--- src/rtl/pms_pkg.sv ---
`timescale 1ns/1ps
package pms_pkg;

  typedef enum logic [2:0] {
    ST_RUN    = 3'd0,
    ST_SLOW   = 3'd1,
    ST_DOZE   = 3'd2,
    ST_SLEEP  = 3'd3,
    ST_RELOCK = 3'd4
  } pms_state_e;

  localparam logic [1:0] MODE_RUN   = 2'd0;
  localparam logic [1:0] MODE_SLOW  = 2'd1;
  localparam logic [1:0] MODE_DOZE  = 2'd2;
  localparam logic [1:0] MODE_SLEEP = 2'd3;

  localparam int unsigned NSRC = 3;
  localparam logic [NSRC-1:0] SRC_PLL  = 3'b001;
  localparam logic [NSRC-1:0] SRC_XTAL = 3'b010;
  localparam logic [NSRC-1:0] SRC_LF   = 3'b100;

  function automatic logic [1:0] mode_of(input pms_state_e s);
    case (s)
      ST_RUN:   mode_of = MODE_RUN;
      ST_DOZE:  mode_of = MODE_DOZE;
      ST_SLEEP: mode_of = MODE_SLEEP;
      default:  mode_of = MODE_SLOW;
    endcase
  endfunction

endpackage

--- src/rtl/pms_lock_qual.sv ---
`timescale 1ns/1ps
module pms_lock_qual #(
  parameter int unsigned CNT_W = 8
) (
  input  logic             clk,
  input  logic             rst,
  input  logic             en,
  input  logic             lock,
  input  logic [CNT_W-1:0] thresh,
  output logic             ok
);

  logic [CNT_W-1:0] cnt_q;
  logic [CNT_W-1:0] cnt_nxt;

  // Consecutive-lock counter, cleared by any low lock cycle, saturating
  always_comb begin
    if (!en || !lock) begin
      cnt_nxt = '0;
    end else if (cnt_q != {CNT_W{1'b1}}) begin
      cnt_nxt = cnt_q + 1'b1;
    end else begin
      cnt_nxt = cnt_q;
    end
  end

  always_ff @(posedge clk) begin
    if (rst) begin
      cnt_q <= '0;
      ok    <= 1'b0;
    end else begin
      cnt_q <= cnt_nxt;
      ok    <= en && lock && (cnt_nxt >= thresh);
    end
  end

  AST_QUAL_NEEDS_LOCK: assert property (@(posedge clk) disable iff (rst)
    ok |-> ($past(lock) && $past(en)));

endmodule

--- src/rtl/pms_clk_switch.sv ---
`timescale 1ns/1ps
module pms_clk_switch #(
  parameter int unsigned NSRC = 3,
  parameter int unsigned GAP  = 2,
  localparam int unsigned GW  = $clog2(GAP + 2)
) (
  input  logic            clk,
  input  logic            rst,
  input  logic [NSRC-1:0] tgt_oh,
  output logic [NSRC-1:0] sel,
  output logic            idle
);

  logic [GW-1:0] gap_q;

  assign idle = (sel == tgt_oh);

  // Break-before-make: drop the old source, wait GAP cycles, then enable the new one
  always_ff @(posedge clk) begin
    if (rst) begin
      sel   <= '0;
      gap_q <= '0;
    end else if (sel != tgt_oh) begin
      if (sel != '0) begin
        sel   <= '0;
        gap_q <= '0;
      end else if (gap_q < GW'(GAP)) begin
        gap_q <= gap_q + 1'b1;
      end else begin
        sel   <= tgt_oh;
        gap_q <= '0;
      end
    end
  end

  AST_SEL_ONEHOT0: assert property (@(posedge clk) disable iff (rst)
    $onehot0(sel));
  AST_NO_DIRECT_SWAP: assert property (@(posedge clk) disable iff (rst)
    (($past(sel) != '0) && (sel != '0)) |-> (sel == $past(sel)));

endmodule

--- src/rtl/pms_ctrl_fsm.sv ---
`timescale 1ns/1ps
module pms_ctrl_fsm
  import pms_pkg::*;
(
  input  logic       clk,
  input  logic       rst,
  input  logic       req_valid,
  input  logic [1:0] req_mode,
  input  logic       wake,
  input  logic       sw_idle,
  input  logic       lock_ok,
  output pms_state_e state_q,
  output logic [1:0] mode_rb
);

  pms_state_e state_nxt;
  pms_state_e ret_q, ret_nxt;
  logic [1:0] prev_q, prev_nxt;
  logic       low_state;
  logic       high_state;

  assign low_state  = (state_q == ST_DOZE) || (state_q == ST_SLEEP);
  assign high_state = (state_q == ST_RUN)  || (state_q == ST_SLOW);

  always_comb begin
    state_nxt = state_q;
    ret_nxt   = ret_q;
    prev_nxt  = prev_q;
    if (state_q == ST_RELOCK) begin
      if (lock_ok) begin
        state_nxt = ST_RUN;
      end
    end else if (wake && low_state) begin
      if (ret_q == ST_RUN) begin
        state_nxt = ST_RELOCK;
        prev_nxt  = mode_of(state_q);
      end else begin
        state_nxt = ret_q;
      end
    end else if (req_valid && sw_idle && (req_mode != mode_of(state_q))) begin
      case (req_mode)
        MODE_RUN: begin
          state_nxt = ST_RELOCK;
          prev_nxt  = mode_of(state_q);
        end
        MODE_SLOW: state_nxt = ST_SLOW;
        MODE_DOZE: begin
          state_nxt = ST_DOZE;
          if (high_state) ret_nxt = state_q;
        end
        default: begin
          state_nxt = ST_SLEEP;
          if (high_state) ret_nxt = state_q;
        end
      endcase
    end
  end

  always_ff @(posedge clk) begin
    if (rst) begin
      state_q <= ST_RELOCK;
      ret_q   <= ST_SLOW;
      prev_q  <= MODE_SLOW;
    end else begin
      state_q <= state_nxt;
      ret_q   <= ret_nxt;
      prev_q  <= prev_nxt;
    end
  end

  assign mode_rb = (state_q == ST_RELOCK) ? prev_q : mode_of(state_q);

  AST_RUN_AFTER_LOCK: assert property (@(posedge clk) disable iff (rst)
    ((state_q == ST_RUN) && ($past(state_q) != ST_RUN)) |-> $past(lock_ok));
  AST_RELOCK_EXITS_TO_RUN: assert property (@(posedge clk) disable iff (rst)
    (($past(state_q) == ST_RELOCK) && (state_q != ST_RELOCK)) |-> (state_q == ST_RUN));

endmodule

--- src/rtl/pms_power_seq.sv ---
`timescale 1ns/1ps
module pms_power_seq
  import pms_pkg::*;
#(
  parameter int unsigned NPERIPH = 8,
  parameter int unsigned CNT_W   = 8,
  parameter int unsigned SW_GAP  = 2
) (
  input  logic               clk,
  input  logic               rst,
  input  logic               req_valid,
  input  logic [1:0]         req_mode,
  input  logic               cfg_pll1_off,
  input  logic               cfg_doze_lf,
  input  logic               cfg_keep_pll2,
  input  logic [NPERIPH-1:0] periph_mask,
  input  logic [CNT_W-1:0]   lock_cycles,
  input  logic               pll1_lock,
  input  logic               pll2_lock,
  input  logic               wake,
  input  logic               vchg_req,
  output logic               pll1_pd,
  output logic               pll1_bypass,
  output logic               pll2_pd,
  output logic [2:0]         clk_sel,
  output logic [NPERIPH-1:0] periph_clk_en,
  output logic [1:0]         cur_mode,
  output logic               vchg_grant
);

  pms_state_e      state_q;
  logic [1:0]      mode_rb;
  logic            lock_ok;
  logic            sw_idle;
  logic [NSRC-1:0] tgt_oh;
  logic            pd1_raw;
  logic            periph_on;

  pms_ctrl_fsm u_fsm (
    .clk       (clk),
    .rst       (rst),
    .req_valid (req_valid),
    .req_mode  (req_mode),
    .wake      (wake),
    .sw_idle   (sw_idle),
    .lock_ok   (lock_ok),
    .state_q   (state_q),
    .mode_rb   (mode_rb)
  );

  pms_lock_qual #(.CNT_W(CNT_W)) u_lock (
    .clk    (clk),
    .rst    (rst),
    .en     (state_q == ST_RELOCK),
    .lock   (pll1_lock && pll2_lock),
    .thresh (lock_cycles),
    .ok     (lock_ok)
  );

  pms_clk_switch #(.NSRC(NSRC), .GAP(SW_GAP)) u_sw (
    .clk    (clk),
    .rst    (rst),
    .tgt_oh (tgt_oh),
    .sel    (clk_sel),
    .idle   (sw_idle)
  );

  // Core clock source wanted in each state
  always_comb begin
    case (state_q)
      ST_RUN:   tgt_oh = SRC_PLL;
      ST_DOZE:  tgt_oh = cfg_doze_lf ? SRC_LF : SRC_XTAL;
      ST_SLEEP: tgt_oh = SRC_LF;
      default:  tgt_oh = SRC_XTAL;
    endcase
  end

  always_comb begin
    case (state_q)
      ST_SLEEP:         pd1_raw = 1'b1;
      ST_SLOW, ST_DOZE: pd1_raw = cfg_pll1_off;
      default:          pd1_raw = 1'b0;
    endcase
  end

  assign periph_on = (state_q == ST_RUN) || (state_q == ST_SLOW) || (state_q == ST_DOZE);

  always_ff @(posedge clk) begin
    if (rst) begin
      pll1_pd     <= 1'b0;
      pll1_bypass <= 1'b1;
      pll2_pd     <= 1'b0;
      cur_mode    <= MODE_SLOW;
      vchg_grant  <= 1'b0;
    end else begin
      // power down only once the PLL no longer drives the core
      pll1_pd     <= pd1_raw && !clk_sel[0];
      // enter bypass only after the PLL has been deselected
      pll1_bypass <= (state_q != ST_RUN) && (!clk_sel[0] || pll1_bypass);
      pll2_pd     <= (state_q == ST_SLEEP) && !cfg_keep_pll2;
      cur_mode    <= mode_rb;
      vchg_grant  <= vchg_req && (state_q == ST_SLEEP);
    end
  end

  for (genvar i = 0; i < NPERIPH; i++) begin : g_gate
    always_ff @(posedge clk) begin
      if (rst) begin
        periph_clk_en[i] <= 1'b0;
      end else begin
        periph_clk_en[i] <= periph_on && periph_mask[i];
      end
    end
  end

  AST_PD_CLEAR_OF_SEL: assert property (@(posedge clk) disable iff (rst)
    pll1_pd |-> !clk_sel[0]);
  AST_PLL_SEL_UNBYPASSED: assert property (@(posedge clk) disable iff (rst)
    clk_sel[0] |-> !pll1_bypass);
  AST_GRANT_IN_SLEEP: assert property (@(posedge clk) disable iff (rst)
    vchg_grant |-> ($past(vchg_req) && ($past(state_q) == ST_SLEEP)));
  AST_SLEEP_GATES: assert property (@(posedge clk) disable iff (rst)
    (cur_mode == MODE_SLEEP) |-> (periph_clk_en == '0));

endmodule

--- config.mk ---
export PLATFORM = sky130hd
export DESIGN_NAME = pms_power_seq
export DESIGN_NICKNAME = d
export VERILOG_FILES = /design/src/rtl/pms_pkg.sv /design/src/rtl/pms_lock_qual.sv /design/src/rtl/pms_clk_switch.sv /design/src/rtl/pms_ctrl_fsm.sv /design/src/rtl/pms_power_seq.sv
export SDC_FILE = /design/constraint.sdc
export NUM_CORES = 1
export LEC_CHECK = 0
export BUFFER_PORTS_ARGS = -buffer_cell sky130_fd_sc_hd__buf_2
export CAP_MARGIN = 20
export CORE_UTILIZATION = 55
export CTS_CLUSTER_DIAMETER = 120
export CTS_CLUSTER_SIZE = 12
export DETAILED_ROUTE_END_ITERATION = 10
export MAX_ROUTING_LAYER = met4
export PLACE_DENSITY = 0.82
export SYNTH_ARGS = -nofsm -noshare
export SYNTH_HDL_FRONTEND = slang
export SYNTH_SLANG_ARGS = --single-unit
--- constraint.sdc ---
create_clock -name clk -period 5.7 [get_ports clk]
set_clock_uncertainty 0.15 [all_clocks]
set_input_delay 0.57 -clock clk [delete_from_list [all_inputs] [get_ports clk]]
set_output_delay 0.57 -clock clk [all_outputs]
set_load 0.1 [all_outputs]
Word-level counts from Yosys, hierarchy flattened
Index checks and enable logic that the tools add are counted.
{ "word_totals": {"ff_bits": 36, "input_bits": 28, "wordCells": 104, "output_inout_bits": 17} }
{ "classes": {"addsub": 2, "mux": 23, "order_cmp": 2, "bitwise_logic": 3, "eq_ne": 13, "n_reduce_logical": 41} }
{ "op_table": {"columns": ["op", "n"], "rows": [
  ["2-to-1 mux 3 bit", 8],
  ["logical AND 1 bit", 18],
  ["2-to-1 mux 2 bit", 9],
  ["one-hot mux 3 bit (3 select lines)", 2],
  ["2-to-1 mux 8 bit", 2],
  ["nonzero test 3 bit", 3],
  ["adder 8 x 1 -> 8 bit, second input constant", 1],
  [">= comparator 8 bit", 1],
  ["!= test 8 bit, second input constant", 1],
  ["== test 3 x 2 -> 1 bit, second input constant", 2],
  ["zero test 3 bit", 2],
  ["one-hot mux 2 bit (3 select lines)", 1],
  ["logical OR 1 bit", 5],
  ["AND reduction 5 bit", 1],
  ["zero test 1 bit", 4],
  ["!= test 2 bit, second input constant", 2],
  ["AND reduction 2 bit", 2],
  ["AND reduction 4 bit", 1],
  ["nonzero test 2 bit", 2],
  ["OR reduction 2 bit", 2],
  ["== test 3 x 1 -> 1 bit, second input constant", 1],
  ["== test 3 bit", 1],
  ["== test 3 bit, second input constant", 1],
  ["!= test 3 bit", 1],
  ["9 further kinds", 11]
]} }

Logic depth before layout (Yosys ltp)
Gate-level depths: netlist (run 1).
{ "logic_depth": {"ltp_word": 10, "ltp_mapped": 13} }

By module
A second synthesis (run 1) with hierarchy kept.
{ "hier_totals": {"cells_unflattened": 214, "area_unflattened_um2": 1915.6} }
{ "modules_own_cells": {"columns": ["mod", "cells_each", "instances", "area_each_um2", "seq_area_each_um2"], "rows": [
  ["pms_lock_qual", 80, 1, 631.9, 180.2],
  ["pms_ctrl_fsm", 69, 1, 581.8, 160.2],
  ["pms_power_seq", 42, 1, 464.2, 280.3],
  ["pms_clk_switch", 23, 1, 237.7, 100.1]
]} }

Worst setup path after synthesis (run 1)
No wires, ideal clock.
{ "synth_path": {"path_kind": "register to register", "start": "reg u_fsm.state_q[1]", "end": "reg u_lock.ok", "n_path_buf": 3, "arrival_ns": 2.772, "synth_period_minus_slack_ns": 3.048, "path_stages_with_launch": 14, "slack_ns": 2.652, "cell_sequence": "dfxtp_1 -> buf_2 -> clkbuf_1 -> nor3b_1 -> nand3_1 -> clkbuf_1 -> nand2b_1 -> ha_1 -> nand2b_1 -> a21o_1 -> a21o_1 -> a211oi_1 -> o211a_1 -> a211oi_1"} }
{ "synth_via": {"elab_chain_len": 6} }
{ "synth_rtl": {"columns": ["item", "line_no", "text"], "rows": [
  ["start, declared", "pms_ctrl_fsm.sv:12", "output pms_state_e state_q,"],
  ["start signal, assigned", "pms_ctrl_fsm.sv:65", "state_q <= state_nxt;"],
  ["== test 3 bit *", "pms_power_seq.sv:54", ".en (state_q == ST_RELOCK),"],
  ["zero test 1 bit", "pms_lock_qual.sv:18", "if (!en || !lock) begin"],
  ["logical OR 1 bit", "pms_lock_qual.sv:18", null],
  ["2-to-1 mux 8 bit", "pms_lock_qual.sv:18", null],
  [">= comparator 8 bit", "pms_lock_qual.sv:33", "ok <= en && lock && (cnt_nxt >= thresh);"],
  ["logical AND 1 bit *", "pms_lock_qual.sv:33", null],
  ["end signal, assigned", "pms_lock_qual.sv:33", null],
  ["end, declared", "pms_lock_qual.sv:10", "output logic ok"]
]} }
Mark *: on every way between the ends. The rest lies on a longest branch, timed or not.
A chain may end at the register's enable or synchronous reset.

Worst setup path after layout (run 1)
{ "layout_path": {"start": "reg u_fsm.state_q[2]", "end": "reg u_lock.ok"} }
Same word-level chain as after synthesis.

==> reports/results.txt, run 1 <==
Yosys instantiated no cell more often than sky130_fd_sc_hd__dfxtp_1. The count of warnings emitted by yosys is 0, and the total CTS buffers is 5. The timing-limited maximum frequency was 279 MHz. The logs give 0.216 for the total routing usage reported by global routing and 2.58 mm for the placed wire-length estimate after detailed placement. The net switching share of the total power works out to 0.244. TritonCTS built the clock tree. Setup repair after global routing left no endpoint under its margin. The sort of element at the end of the critical path was a flip-flop.

The final count of hold timing violations came out at 0. Synthesis produced a netlist whose cell count is 211. STA puts the critical path data required time at 5.78 ns. The initial antenna violation count was 0; the residual overflow from global routing was 0.

In the routed design, unresolved DRC markers number 0. The total power density per cell area works out to 226 nW/um2. The setup check on the worst reg-to-reg path leaves a slack of 2.12 ns.

The final count of pins violating max slew is 0. The floorplan step set the die width to 59.8 um. The transition time at the pin with the least slew margin came out at 0.791 ns.

After clock tree synthesis, the repair step resized 0 gates. The logs give 0.157 mV for the maximum ir drop on the vdd rail and 2 for the worst-case clock buffer depth. The worst hold path belongs to the class in -> reg. Counting I/O delays and the setup requirement, the final critical path takes 3.58 ns.

The level count of the clock H-tree is 2, and the number of nets with antenna violations after routing is 0. The first global-routing pass estimated 5.56 mm of wire. STA classifies the critical path startpoint as a flip-flop. For the count of unique library cells instantiated by Yosys, the log shows 45. The tools report the part of the power in the clock network as 0.368. The worst register-to-register path ends at u_lock.ok$_SDFF_PP0_. The arrival time at the worst endpoint came out at 3.66 ns.

The mapped netlist covers 1840 um2. The total nets after synthesis is 248. The first routing iteration left 63 violations. After clock tree synthesis, the clock-pin slew on the worst setup and hold paths is 0.11 ns. In this run the critical register-to-register path is launched from u_fsm.state_q[2]$_SDFFE_PP1P_. By count the netlist is led by sky130_fd_sc_hd__dfxtp_1, sky130_fd_sc_hd__nor2_1, sky130_fd_sc_hd__inv_1, sky130_fd_sc_hd__nand2_1, sky130_fd_sc_hd__and2_1. The share of layout cells above drive strength 1 was 0.213; the max-capacitance violation count was 0. For the count of pins on the block boundary, the log shows 45.

At the end of routability-driven placement, the weighted congestion stood at 0.793. The overall via count from detail_route was 1581; the number of hold-repair buffers added at the cts stage was 0. The internal portion of the total power is 0.000366 W. In this run the post-CTS setup repair buffer count came out at 0.

The largest individual stage delay along the critical path comes from the cell sky130_fd_sc_hd__nor3b_1. Maximum fanout count along the critical path: 21. The critical path goes through nor3b_1 -> nand3_1 -> nand2b_1 -> ha_1 -> nand2b_1 -> a21o_1 -> a21o_1 -> a211oi_1 -> o211a_1 -> a211oi_1. The first detailed-routing pass took 4 iterations. The depth of the most critical reg-to-reg path works out to 10. After synthesis, the mean cell area works out to 8.70 um2. The core box area is 3100 um2, and the total setup violations reported at the end of the flow is 0. The run gives 289 as the number of placed cells counting well taps.

The worst hold path passes through 2 cells. The fraction of registers with async set/reset was 0. The flow ran to the end, and the final reports show no timing, DRC or antenna violations. In this run the vertical extent of the chip is 59.8 um. From synthesis to final layout, the design area changed by 16.8%. The number of antenna cells inserted is 0. The tools report the sequential element share of the synthesized area as 0.393. The number of nets in the layout is 289, and the number of enable-type register cells in the synthesized netlist is 0. The critical path is of the reg -> reg type. The starting density of the core was 0.592; the largest net degree at the start of global routing was 26.

The tools report the number of global-route vias before repair as 1423. The tree built by TritonCTS fans out to 36 sinks. The run gives 0.536 as the sequential share of power. For the relative slew slack, the log shows 0.472.

Flip-flop cell with the highest count after synthesis: sky130_fd_sc_hd__dfxtp_1. Library cell used as clock root buffer: sky130_fd_sc_hd__clkbuf_4. The finished layout holds 297 standard cells, fillers aside. The reported net switching power is 0.000118 W, and the number of port buffers is 44.

The worst hold path begins at cfg_keep_pll2. Sorting the synthesized cells by area gives the leading types as sky130_fd_sc_hd__dfxtp_1, sky130_fd_sc_hd__ha_1, sky130_fd_sc_hd__nor2_1. At the later pin of the worst-skew pair, clock insertion delay measures 0.34 ns.

The tools report the wire length after detailed routing as 3.45 mm. For hold timing, the worst endpoint is pll2_pd$_SDFF_PP0_. The floorplan has 20 rows. The leakage power of the design is 0.943 nW. Dividing the detail-routed wire length by the instance count gives 11.6 um. sky130_fd_sc_hd__dfxtp_1 takes more of the synthesized area than any other cell. The largest single stage delay on the critical path is 0.72 ns. The via count normalized by instance count was 5.32. For the die outline area, the log shows 3570 um2.

For the share of total power in combinational logic, the log shows 0.096. The number of storage elements in the synthesis netlist came out at 36. The fill cell instance count of the final layout came out at 289. The top cell type's share of synthesized area came out at 0.393. Setup total negative slack on the finished layout was measured at 0 ns.

The final cycle utilization of the critical path came out at 0.628.
## routing by layer
metal	part of all wire	track usage
met2	0.50	0.362
met1	0.44	0.236
met5	0	-
met4	0.015	0.103
met3	0.045	0.0584
## how the worst max path moves through the flow
stage	start	slack [ns]	endpoint	cells past startpoint
after floorplan	u_fsm.state_q[1]$_SDFFE_PP0P_	2.65	u_lock.ok$_SDFF_PP0_	13
after global placement	u_fsm.state_q[2]$_SDFFE_PP1P_	2.32	u_lock.ok$_SDFF_PP0_	10
after detailed placement	u_fsm.state_q[2]$_SDFFE_PP1P_	2.12	u_lock.ok$_SDFF_PP0_	10
after CTS	u_fsm.state_q[2]$_SDFFE_PP1P_	2.11	u_lock.ok$_SDFF_PP0_	10
after global routing	u_fsm.state_q[2]$_SDFFE_PP1P_	1.89	u_lock.ok$_SDFF_PP0_	10
final	u_fsm.state_q[2]$_SDFFE_PP1P_	2.12	u_lock.ok$_SDFF_PP0_	10
## flip-flops by register name, indices dropped and copies added, names as in the netlist
| signal | cells |
|---|---|
| u_lock.ok | 1 |
| u_fsm.state_q | 3 |
| u_lock.cnt_q | 8 |
| periph_clk_en | 8 |
| u_sw.sel | 3 |
| pll1_bypass | 1 |
| cur_mode | 2 |
| pll1_pd | 1 |
| pll2_pd | 1 |
| u_sw.gap_q | 2 |
| u_fsm.prev_q | 2 |
| u_fsm.ret_q | 3 |
| vchg_grant | 1 |
## per-stage QoR
stage,power (W),setup slack (ns),utilization,cell area (um2),hold WS (ns)
floorplan,0.000296,2.65,-,1840,0.285
global placement,0.000311,2.32,0.665,2060,0.315
detailed placement,0.000312,2.12,0.665,2060,0.317
CTS,0.000488,2.11,0.691,2140,0.214
global route,0.000505,1.89,0.691,2140,0.204
finish,0.000484,2.12,0.691,2140,0.229
## cells by family (layout without fill, tap and decap cells)
group	Yosys count	after routing	share of synthesized area
and+or+nand+nor	94	94	0.277
AOI/OAI and AO/OA	38	38	0.157
DFF	36	36	0.393
buffers and inverters	22	64	0.0498
adders and majority gates	9	9	0.0614
muxes	8	8	0.0436
xor gates and xnor gates	4	4	0.0191
## worst max-delay path: cells and delay by family, from the launching register on
family / cells / cell delay (ns)
fa+ha+maj: 1 / 0.26
simple gates: 4 / 1.57
compound gates: 5 / 0.79
flops: 1 / 0.69
## cells in the final DEF, fill, tap and decap left out, types with 8 or more instances in the layout
cell	instances
sky130_fd_sc_hd__buf_2	44
sky130_fd_sc_hd__dfxtp_1	36
sky130_fd_sc_hd__nor2_1	26
sky130_fd_sc_hd__inv_1	12
sky130_fd_sc_hd__nand2_1	11
sky130_fd_sc_hd__and2_1	10
sky130_fd_sc_hd__a21oi_1	9
sky130_fd_sc_hd__ha_1	9
sky130_fd_sc_hd__mux2i_1	8
## power by group through the flow
stage                     clock network (W)   logic, W  registers [W]
final                              0.000178  0.0000466       0.000260
after global routing               0.000194  0.0000511       0.000260
after CTS                          0.000182  0.0000469       0.000259
after detailed placement                  0  0.0000466       0.000265
after global placement                    0  0.0000455       0.000265
after floorplan                           0  0.0000242       0.000272
## area by class of cell
| type | count | area, um2 | share of cell area |
|---|---|---|---|
| Clock buffer | 5 | 37.5 | 0.0175 |
| Inverter | 12 | 45.0 | 0.0210 |
| Clock inverter | 3 | 42.5 | 0.0198 |
| Timing Repair Buffer | 44 | 220 | 0.103 |
| Sequential cell | 36 | 721 | 0.336 |
| Tap cell | 44 | 55.1 | 0.0257 |
| Multi-Input combinational cell | 153 | 1020 | 0.477 |
Power figures use the tool's default switching activity.
==> run 2, diff against run 1 <==
--- a/config.mk
+++ b/config.mk
@@ -7,12 +7,12 @@
 export LEC_CHECK = 0
 export BUFFER_PORTS_ARGS = -buffer_cell sky130_fd_sc_hd__buf_2
 export CAP_MARGIN = 20
-export CORE_UTILIZATION = 55
+export CORE_UTILIZATION = 53
 export CTS_CLUSTER_DIAMETER = 120
 export CTS_CLUSTER_SIZE = 12
 export DETAILED_ROUTE_END_ITERATION = 10
 export MAX_ROUTING_LAYER = met4
-export PLACE_DENSITY = 0.82
+export PLACE_DENSITY = 0.79
 export SYNTH_ARGS = -nofsm -noshare
 export SYNTH_HDL_FRONTEND = slang
 export SYNTH_SLANG_ARGS = --single-unit
==> constraint.sdc (replaced) <==
create_clock -name clk -period 3.4 [get_ports clk]
set_clock_uncertainty 0.15 [all_clocks]
set_input_delay 0.34 -clock clk [delete_from_list [all_inputs] [get_ports clk]]
set_output_delay 0.34 -clock clk [all_outputs]
set_load 0.1 [all_outputs]
==> run 2 against run 1 <==
Worst setup slack worse by 1.7 ns. Combinational power up 70%. Routed wire length up 1.7%. First-iteration DRC count down 4.8%. Global-route usage down 0.35 points. Power up 56%. Cell area up 1.2%. Flip-flop and latch count unchanged. Die area up 3.6%. Largest power group unchanged.
==> reports/results.txt, run 2 (same netlist as run 1, synthesis figures left out) <==
The flow ran to the end, and the final reports show no timing, DRC or antenna violations. The highest-delay cell along the critical path is sky130_fd_sc_hd__dfxtp_1. Number of hold-repair buffers added at the cts stage: 1 (+1).

The average wire per cell in the routed design came out at 11.5 um (-0.63%). For the clock latency reported for the late side of the worst-skew pair, the log shows 0.34 ns (about the same). The tools report the total CTS buffers as 5 (unchanged).

The number of global-route vias before repair was 1367 (-3.9%); the area occupied by multi-input gates was 1020 um2 (unchanged). The transition time at the pin with the least slew margin works out to 0.691 ns (-0.0994 ns). In this run the critical register-to-register path is launched from u_lock.cnt_q[0]$_SDFF_PP0_.

The run gives 36 (unchanged) as the number of clock sinks seen by CTS. The tools report the final-layout worst hold slack as 0.0421 ns (-0.187 ns). The reg-to-reg setup timing slack is 0.44 ns (-1.68 ns), and the number of placed cells counting well taps is 295 (+2.1%). For the final-layout setup total negative slack, the log shows 0 ns (unchanged). The residual overflow from global routing is 0 (unchanged), and the die outline area is 3700 um2 (+3.6%).

The tree is rooted in a sky130_fd_sc_hd__clkbuf_4. The tools report the largest net degree at the start of global routing as 26 (unchanged). Number of port buffers: 44 (unchanged). The share of layout cells above drive strength 1 was 0.221 (+0.00749). The number of antenna cells inserted came out at 0 (unchanged). TritonCTS built the clock tree. For the number of nets in the layout, the log shows 294 (+1.7%). The worst setup path is of the reg -> reg kind. The run gives 60 (-4.8%) as the violation count after the first detailed-route iteration. The vertical extent of the die works out to 60.9 um (+1.8%).

The level count of the clock H-tree is 2 (unchanged), and the chip width is 60.9 um (+1.8%). The number of setup buffers added after CTS came out at 0 (unchanged). Setup repair after global routing left no endpoint under its margin.

The endpoint identified for the worst register-to-register timing path is u_lock.ok$_SDFF_PP0_. For the quantity of gates resized following cts, the log shows 0 (unchanged). The tools report the sort of element at the start of the critical path as a flip-flop.

The via count normalized by instance count is 5.32 (about the same). The worst stage delay on the critical path is 0.40 ns (-0.32 ns), and the maximum ir drop on the vdd rail is 0.246 mV (+57%). For the post-layout instance count excluding filler cells, the log shows 304 (+2.4%). The depth of the most critical reg-to-reg path came out at 13 (+3). The count of pins on the block boundary was 45 (unchanged); the initial antenna violation count was 0 (unchanged). The run gives 2 (unchanged) as the worst-case clock buffer depth. The worst min-delay path category was in -> reg. The overall via count from detail_route is 1617 (+2.3%), and the register clock-pin slew on the reported worst setup and hold paths is 0.11 ns (about the same). Leakage power of the design: 0.955 nW (+1.4%).

The path with the worst hold slack has its endpoint at periph_clk_en[7]$_SDFF_PP0_. The run gives 5.60 mm (+0.61%) as the first-pass GRT wire length. The data required time of the critical path is 3.47 ns (-2.31 ns), and the instance count along the most critical hold path is 2 (unchanged). The starting density of the core is 0.550 (-0.0415), and the core box area is 3340 um2 (+7.5%). The final count of hold timing violations was 0 (unchanged). Most common library cell in the layout ignoring fill and taps: sky130_fd_sc_hd__buf_2. The tools report the number of nets with antenna violations after routing as 0 (unchanged). The timing-limited maximum frequency was 338 MHz (+21%). The max-capacitance violation count came out at 0 (unchanged). The maximum fanout count along the critical path was 6 (-71%); the total setup violations reported at the end of the flow was 0 (unchanged).

The signal on the critical path passes through ha_1 -> inv_1 -> nor2_1 -> nand4_1 -> xor2_1 -> nand2b_1 -> ha_1 -> nand2b_1 -> a21o_1 -> a21o_1 -> a211oi_1 -> o211a_1 -> a211oi_1. In the layout the commonest cells are sky130_fd_sc_hd__buf_2, sky130_fd_sc_hd__dfxtp_1, sky130_fd_sc_hd__nor2_1. The final cycle utilization of the critical path works out to 0.871 (+0.243). Area taken by flip-flops and latches: 721 um2 (unchanged). The largest registers in the layout are periph_clk_en (8), u_lock.cnt_q (8). The time the final worst path needs with I/O delays and setup is 2.96 ns (-0.617 ns).

The total power density per cell area was 348 nW/um2 (+54%). The start point of the worst hold path is periph_mask[7]. The arrival time at the worst endpoint was 3.03 ns (-0.63 ns); the relative slew slack was 0.536 (+0.0646). The tools report the fill cell instance count of the final layout as 324 (+12%). The area growth from synthesis to layout is 18.2%.

For the count of TritonRoute iterations in the first routing pass, the log shows 4 (unchanged). The final count of pins violating max slew is 0 (unchanged). The placer congestion estimate was 0.795 (+0.26%). The post-route total power is 0.000754 W (+56%). Wire length after detailed routing: 3.50 mm (+1.7%). Standard-cell row count: 21 (+5.0%). The run gives 0.212 (-0.00351) as the total routing usage reported by global routing. The post-route DRC violation count came out at 0 (unchanged). Sort of element at the end of the critical path: a flip-flop.

The placed wire-length estimate after detailed placement is 2.50 mm (-3.4%).
[run 2: per-layer routing]
layer  vias up  global-route usage  share of wire
li1        828                   -              -
met1       751               0.243           0.46
met2        30               0.344           0.49
met3         8              0.0618          0.037
met4         0              0.0942          0.019
met5         -                   -              0
[run 2: cell type report]
class,instances,area share
multi-input combinational,153,0.472
sequential,36,0.332
timing repair buffer,49,0.120
tap,46,0.0265
clock buffer,7,0.0254
inverter,12,0.0208
clock inverter,1,0.00346
[run 2: critical path: cells and delay by family (launching register included)]
family          cells  cell delay (ns)
compound gates      5             0.80
fa+ha+maj           2             0.48
flops               1             0.40
xor+xnor            1             0.25
buf+inv             1             0.06
simple gates        4             0.72
[run 2: power by group]
group	switching, W	leakage, nW	internal, W
logic	0.0000453	0.633	0.0000339
clock network	0.000139	0.0315	0.000101
registers	0.00000683	0.291	0.000428
[run 2: how the worst max path moves through the flow]
stage / start / endpoint / depth (start not counted)
final: u_lock.cnt_q[0]$_SDFF_PP0_ / u_lock.ok$_SDFF_PP0_ / 13
after global routing: u_lock.cnt_q[0]$_SDFF_PP0_ / u_lock.ok$_SDFF_PP0_ / 13
after CTS: u_lock.cnt_q[0]$_SDFF_PP0_ / u_lock.ok$_SDFF_PP0_ / 13
after floorplan: u_fsm.state_q[1]$_SDFFE_PP0P_ / u_lock.ok$_SDFF_PP0_ / 13
after global placement: u_lock.cnt_q[0]$_SDFF_PP0_ / u_lock.ok$_SDFF_PP0_ / 13
after detailed placement: u_lock.cnt_q[0]$_SDFF_PP0_ / u_lock.ok$_SDFF_PP0_ / 13
[run 2: stage by stage]
step / worst slack [ns] / util / area, um2
3_5_place_dp: 0.455 / 0.628 / 2100
2_1_floorplan: 0.352 / - / 1840
3_3_place_gp: 0.572 / 0.628 / 2100
4_1_cts: 0.451 / 0.650 / 2170
5_1_grt: 0.189 / 0.650 / 2170
6_report: 0.437 / 0.650 / 2170
==> run 3, diff against run 2 <==
--- a/config.mk
+++ b/config.mk
@@ -5,6 +5,7 @@
 export SDC_FILE = /design/constraint.sdc
 export NUM_CORES = 1
 export LEC_CHECK = 0
+export ABC_AREA = 1
 export BUFFER_PORTS_ARGS = -buffer_cell sky130_fd_sc_hd__buf_2
 export CAP_MARGIN = 20
 export CORE_UTILIZATION = 53
==> run 3 against run 2 <==
Core utilization down 0.19 points. Routed wire length rose by 5.4%. Worst setup slack better by 0.32 ns. Sequential share of layout area grew 0.096 points. Synthesized cell count is 22% higher. Maximum frequency increased by 12%. Synthesized area increased by 0.34%. Critical endpoint unchanged. Final cell count increased by 16%. Clock-buffer cell count shrank 1. Via count rose by 7.7%. Die area grew 0.33%. Global-route usage up 1.6 points. Highest routed layer unchanged.
==> reports/results.txt, run 3 <==
The flow ran to the end, and the final reports show no timing, DRC or antenna violations. The logs give 2 (unchanged) for the worst-case clock buffer depth and 0 (unchanged) for the final count of pins violating max slew. Counting instances in the post-synthesis netlist gives the leading cell types as sky130_fd_sc_hd__nand2_1, sky130_fd_sc_hd__inv_1, sky130_fd_sc_hd__dfxtp_1, sky130_fd_sc_hd__nand3_1, sky130_fd_sc_hd__nor2_1. Chip width: 61.0 um (+0.16%). Fraction of registers with async set/reset: 0 (unchanged). The sort of element at the end of the critical path was a flip-flop. The placed wire-length estimate after detailed placement came out at 2.91 mm (+17%).

The leakage power of the design is 1.16 nW (+22%). The largest registers in the layout are periph_clk_en (8), u_lock.cnt_q (8). The number of antenna cells inserted was 0 (unchanged). The tools report the slack of the critical path as 0.760 ns (+0.323 ns). The reg-to-reg setup timing slack was 0.76 ns (+0.32 ns); the overall via count from detail_route was 1742 (+7.7%). After synthesis, the cell types taking the most area are sky130_fd_sc_hd__dfxtp_1, sky130_fd_sc_hd__nand2_1, sky130_fd_sc_hd__inv_1.

The top cell type's share of synthesized area is 0.391 (-0.00133). The number of storage elements in the synthesis netlist was 36 (unchanged). The most common library cell in the layout ignoring fill and taps is sky130_fd_sc_hd__nand2_1. The startpoint identified for the worst register-to-register timing path is u_lock.cnt_q[0]$_SDFF_PP0_.

The tools report the number of hold-repair buffers added at the cts stage as 1 (unchanged). The tools report the library cell used as clock root buffer as sky130_fd_sc_hd__clkbuf_4. The number of port buffers was 44 (unchanged); the number of nets in the layout was 342 (+16%). The starting density of the core is 0.552 (+0.00187), and the synthesized instance count is 257 (+22%).

The count of buffering cells on the critical path with inverters included was 3 (+2). Synthesized-area fraction occupied by xor and xnor cells: 0.00476 (-0.0143). The post-route DRC violation count is 0 (unchanged). The standard-cell row count is 21 (unchanged), and the placer congestion estimate is 0.911 (+15%). The count of warnings emitted by yosys is 0 (unchanged), and the maximum fanout count along the critical path is 9 (+3). The final count of hold timing violations is 0 (unchanged). The total power density per cell area works out to 503 nW/um2 (+45%). The count of pins on the block boundary was 45 (unchanged); the maximum ir drop on the vdd rail was 0.334 mV (+36%).

The clock latency reported for the late side of the worst-skew pair is 0.34 ns (about the same), and the total nets after synthesis is 294 (+19%). The total setup violations reported at the end of the flow was 0 (unchanged); the final-layout setup total negative slack was 0 ns (unchanged). Time the final worst path needs with I/O delays and setup: 2.64 ns (-0.323 ns). The via count normalized by instance count is 4.95 (-7.0%).

The simple-gate share of the synthesized area is 0.307 (+0.0303). The critical setup path kind is reg -> reg. For the largest net degree at the start of global routing, the log shows 21 (-19%). The tightest min-delay check is of the in -> reg type.

The logs give 6.02 mm (+7.6%) for the first-pass GRT wire length and 2090 um2 (-0.42%) for the post-place instance area. The post-route cell area is 2160 um2 (-0.29%). Broken down by cell family, the worst path's largest delay share belongs to compound AO/OA/AOI/OAI gates. The mux cell area share after synthesis is 0 (-0.0436), and the number of setup buffers added after CTS is 0 (unchanged). The wire length after detailed routing came out at 3.69 mm (+5.4%).

The total CTS buffers was 5 (unchanged). The level count of the clock H-tree is 2 (unchanged). The critical path goes through ha_1 -> nand3_1 -> nor2_1 -> inv_1 -> nor3_4 -> inv_1 -> o21ai_0 -> a21oi_1 -> ha_1 -> a21oi_1 -> o21ai_0 -> nand2_1 -> o2111ai_1 -> nand2_1 -> inv_1. The synthesized design spends more area on one cell type than any other, namely sky130_fd_sc_hd__dfxtp_1. The total routing usage reported by global routing was 0.229 (+0.0163). The sequential element share of the synthesized area is 0.391 (-0.00133). The tools report the fill cell instance count of the final layout as 309 (-4.6%).

The timing-limited maximum frequency came out at 379 MHz (+12%). The flip-flop cell with the highest count after synthesis is sky130_fd_sc_hd__dfxtp_1. Pre-CTS worst setup slack: 0.798 ns (+0.343 ns). The synthesized area per cell works out to 7.17 um2 (-18%). Max-capacitance violation count: 0 (unchanged). By instance count, the leading cell after synthesis is sky130_fd_sc_hd__nand2_1.

The share of layout cells above drive strength 1 was 0.232 (+0.0111). The number of clock sinks seen by CTS came out at 36 (unchanged). The adder-cell share of the synthesized area was 0.0611 (-0.000208); the relative slew slack was 0.621 (+0.0850).

The run gives 0 (unchanged) as the number of nets with antenna violations after routing. The worst stage delay on the critical path is 0.40 ns (about the same), and the core box area is 3340 um2 (unchanged). The compound-gate portion of the synthesized area came out at 0.123 (-0.0338). The initial antenna violation count is 0 (unchanged), and the data required time of the critical path is 3.50 ns (+0.03 ns). Count of TritonRoute iterations in the first routing pass: 4 (unchanged). TritonCTS built the clock tree. The register clock-pin slew on the reported worst setup and hold paths was 0.12 ns (about the same). By area, the combinational part of the netlist is dominated by simple AND/OR/NAND/NOR gates. The final cycle utilization of the critical path was 0.776 (-0.0950). The most repeated library cell on the critical path is sky130_fd_sc_hd__inv_1. The number of enable-type register cells in the synthesized netlist was 0 (unchanged); the residual overflow from global routing was 0 (unchanged). The most critical setup path has its startpoint at u_lock.cnt_q[0]$_SDFF_PP0_. The post-synthesis instance area was 1840 um2 (+0.34%); the transition time at the pin with the least slew margin was 0.567 ns (-0.124 ns).

Count of unique library cells instantiated by Yosys: 32 (-29%). The run gives 3710 um2 (+0.33%) as the die outline area. The arrival time at the worst endpoint is 2.74 ns (-0.29 ns). Setup repair after global routing left no endpoint under its margin.

The run gives 1476 (+8.0%) as the number of global-route vias before repair. The slowest stage of the critical path is the sky130_fd_sc_hd__dfxtp_1 cell. The sort of element at the start of the critical path was a flip-flop.

The quantity of gates resized following cts was 0 (unchanged); the area added between synthesis and finish was 17.5%. The violation count after the first detailed-route iteration came out at 84 (+40%). Vertical extent of the die: 61.0 um (+0.16%).

In the layout the commonest cells are sky130_fd_sc_hd__nand2_1, sky130_fd_sc_hd__inv_1, sky130_fd_sc_hd__buf_2. The start point of the worst hold path is periph_mask[0]. The average wire per cell in the routed design came out at 10.5 um (-9.0%).
==> run 3: layout make-up <==
type / instances / area [um2] / share of cell area
Multi-Input combinational cell: 170 / 913 / 0.422
Sequential cell: 36 / 721 / 0.333
Timing Repair Buffer: 45 / 230 / 0.106
Inverter: 47 / 176 / 0.0816
Tap cell: 46 / 57.6 / 0.0266
Clock buffer: 6 / 51.3 / 0.0237
Clock inverter: 2 / 13.8 / 0.00636
==> run 3: power by group <==
part / leakage (nW) / switching (W) / internal (W) / total, W
sequential: 0.291 / 0.0000236 / 0.000449 / 0.000472
clock: 0.0386 / 0.000151 / 0.000102 / 0.000254
combinational: 0.832 / 0.000271 / 0.0000920 / 0.000363
==> run 3: kinds of logic after synthesis <==
family / count (synthesis)
buffers and inverters: 51
AO/OA/AOI/OAI: 40
XOR/XNOR: 1
AND/OR/NAND/NOR: 120
flip-flops: 36
adder cells (fa/ha/maj): 9
==> run 3: path summary, 6_finish.rpt <==
kind,endpoint,cells after the start
min reg2reg,u_sw.gap_q[1]$_SDFFE_PP0P_,2
max reg2reg,u_lock.ok$_SDFF_PP0_,15
max,u_lock.ok$_SDFF_PP0_,15
min,periph_clk_en[0]$_SDFF_PP0_,3
==> run 3: per-stage QoR <==
step           total power [W]  cells  utilization  hold slack (ns)
6_report               0.00109    352        0.648           0.0445
4_1_cts                0.00109    352        0.648           0.0352
5_1_grt                0.00115    352        0.648           0.0293
3_5_place_dp          0.000840    343        0.626            0.309
3_3_place_gp          0.000833    343        0.626            0.298
2_1_floorplan         0.000769    257            -            0.268
==> run 3: metal layers <==
metal	global-route usage	share of wire	vias to the layer above	routed length [um]
met5	-	0	-	0
met4	0.0747	0.013	0	48
met1	0.276	0.48	765	1770
li1	-	-	924	-
met3	0.0725	0.054	5	198
met2	0.361	0.45	48	1680
==> run 3: tightest hold or removal path: cells and delay by family <==
family        cells  cell delay [ns]
buf+inv           2             0.12
simple gates      1             0.06
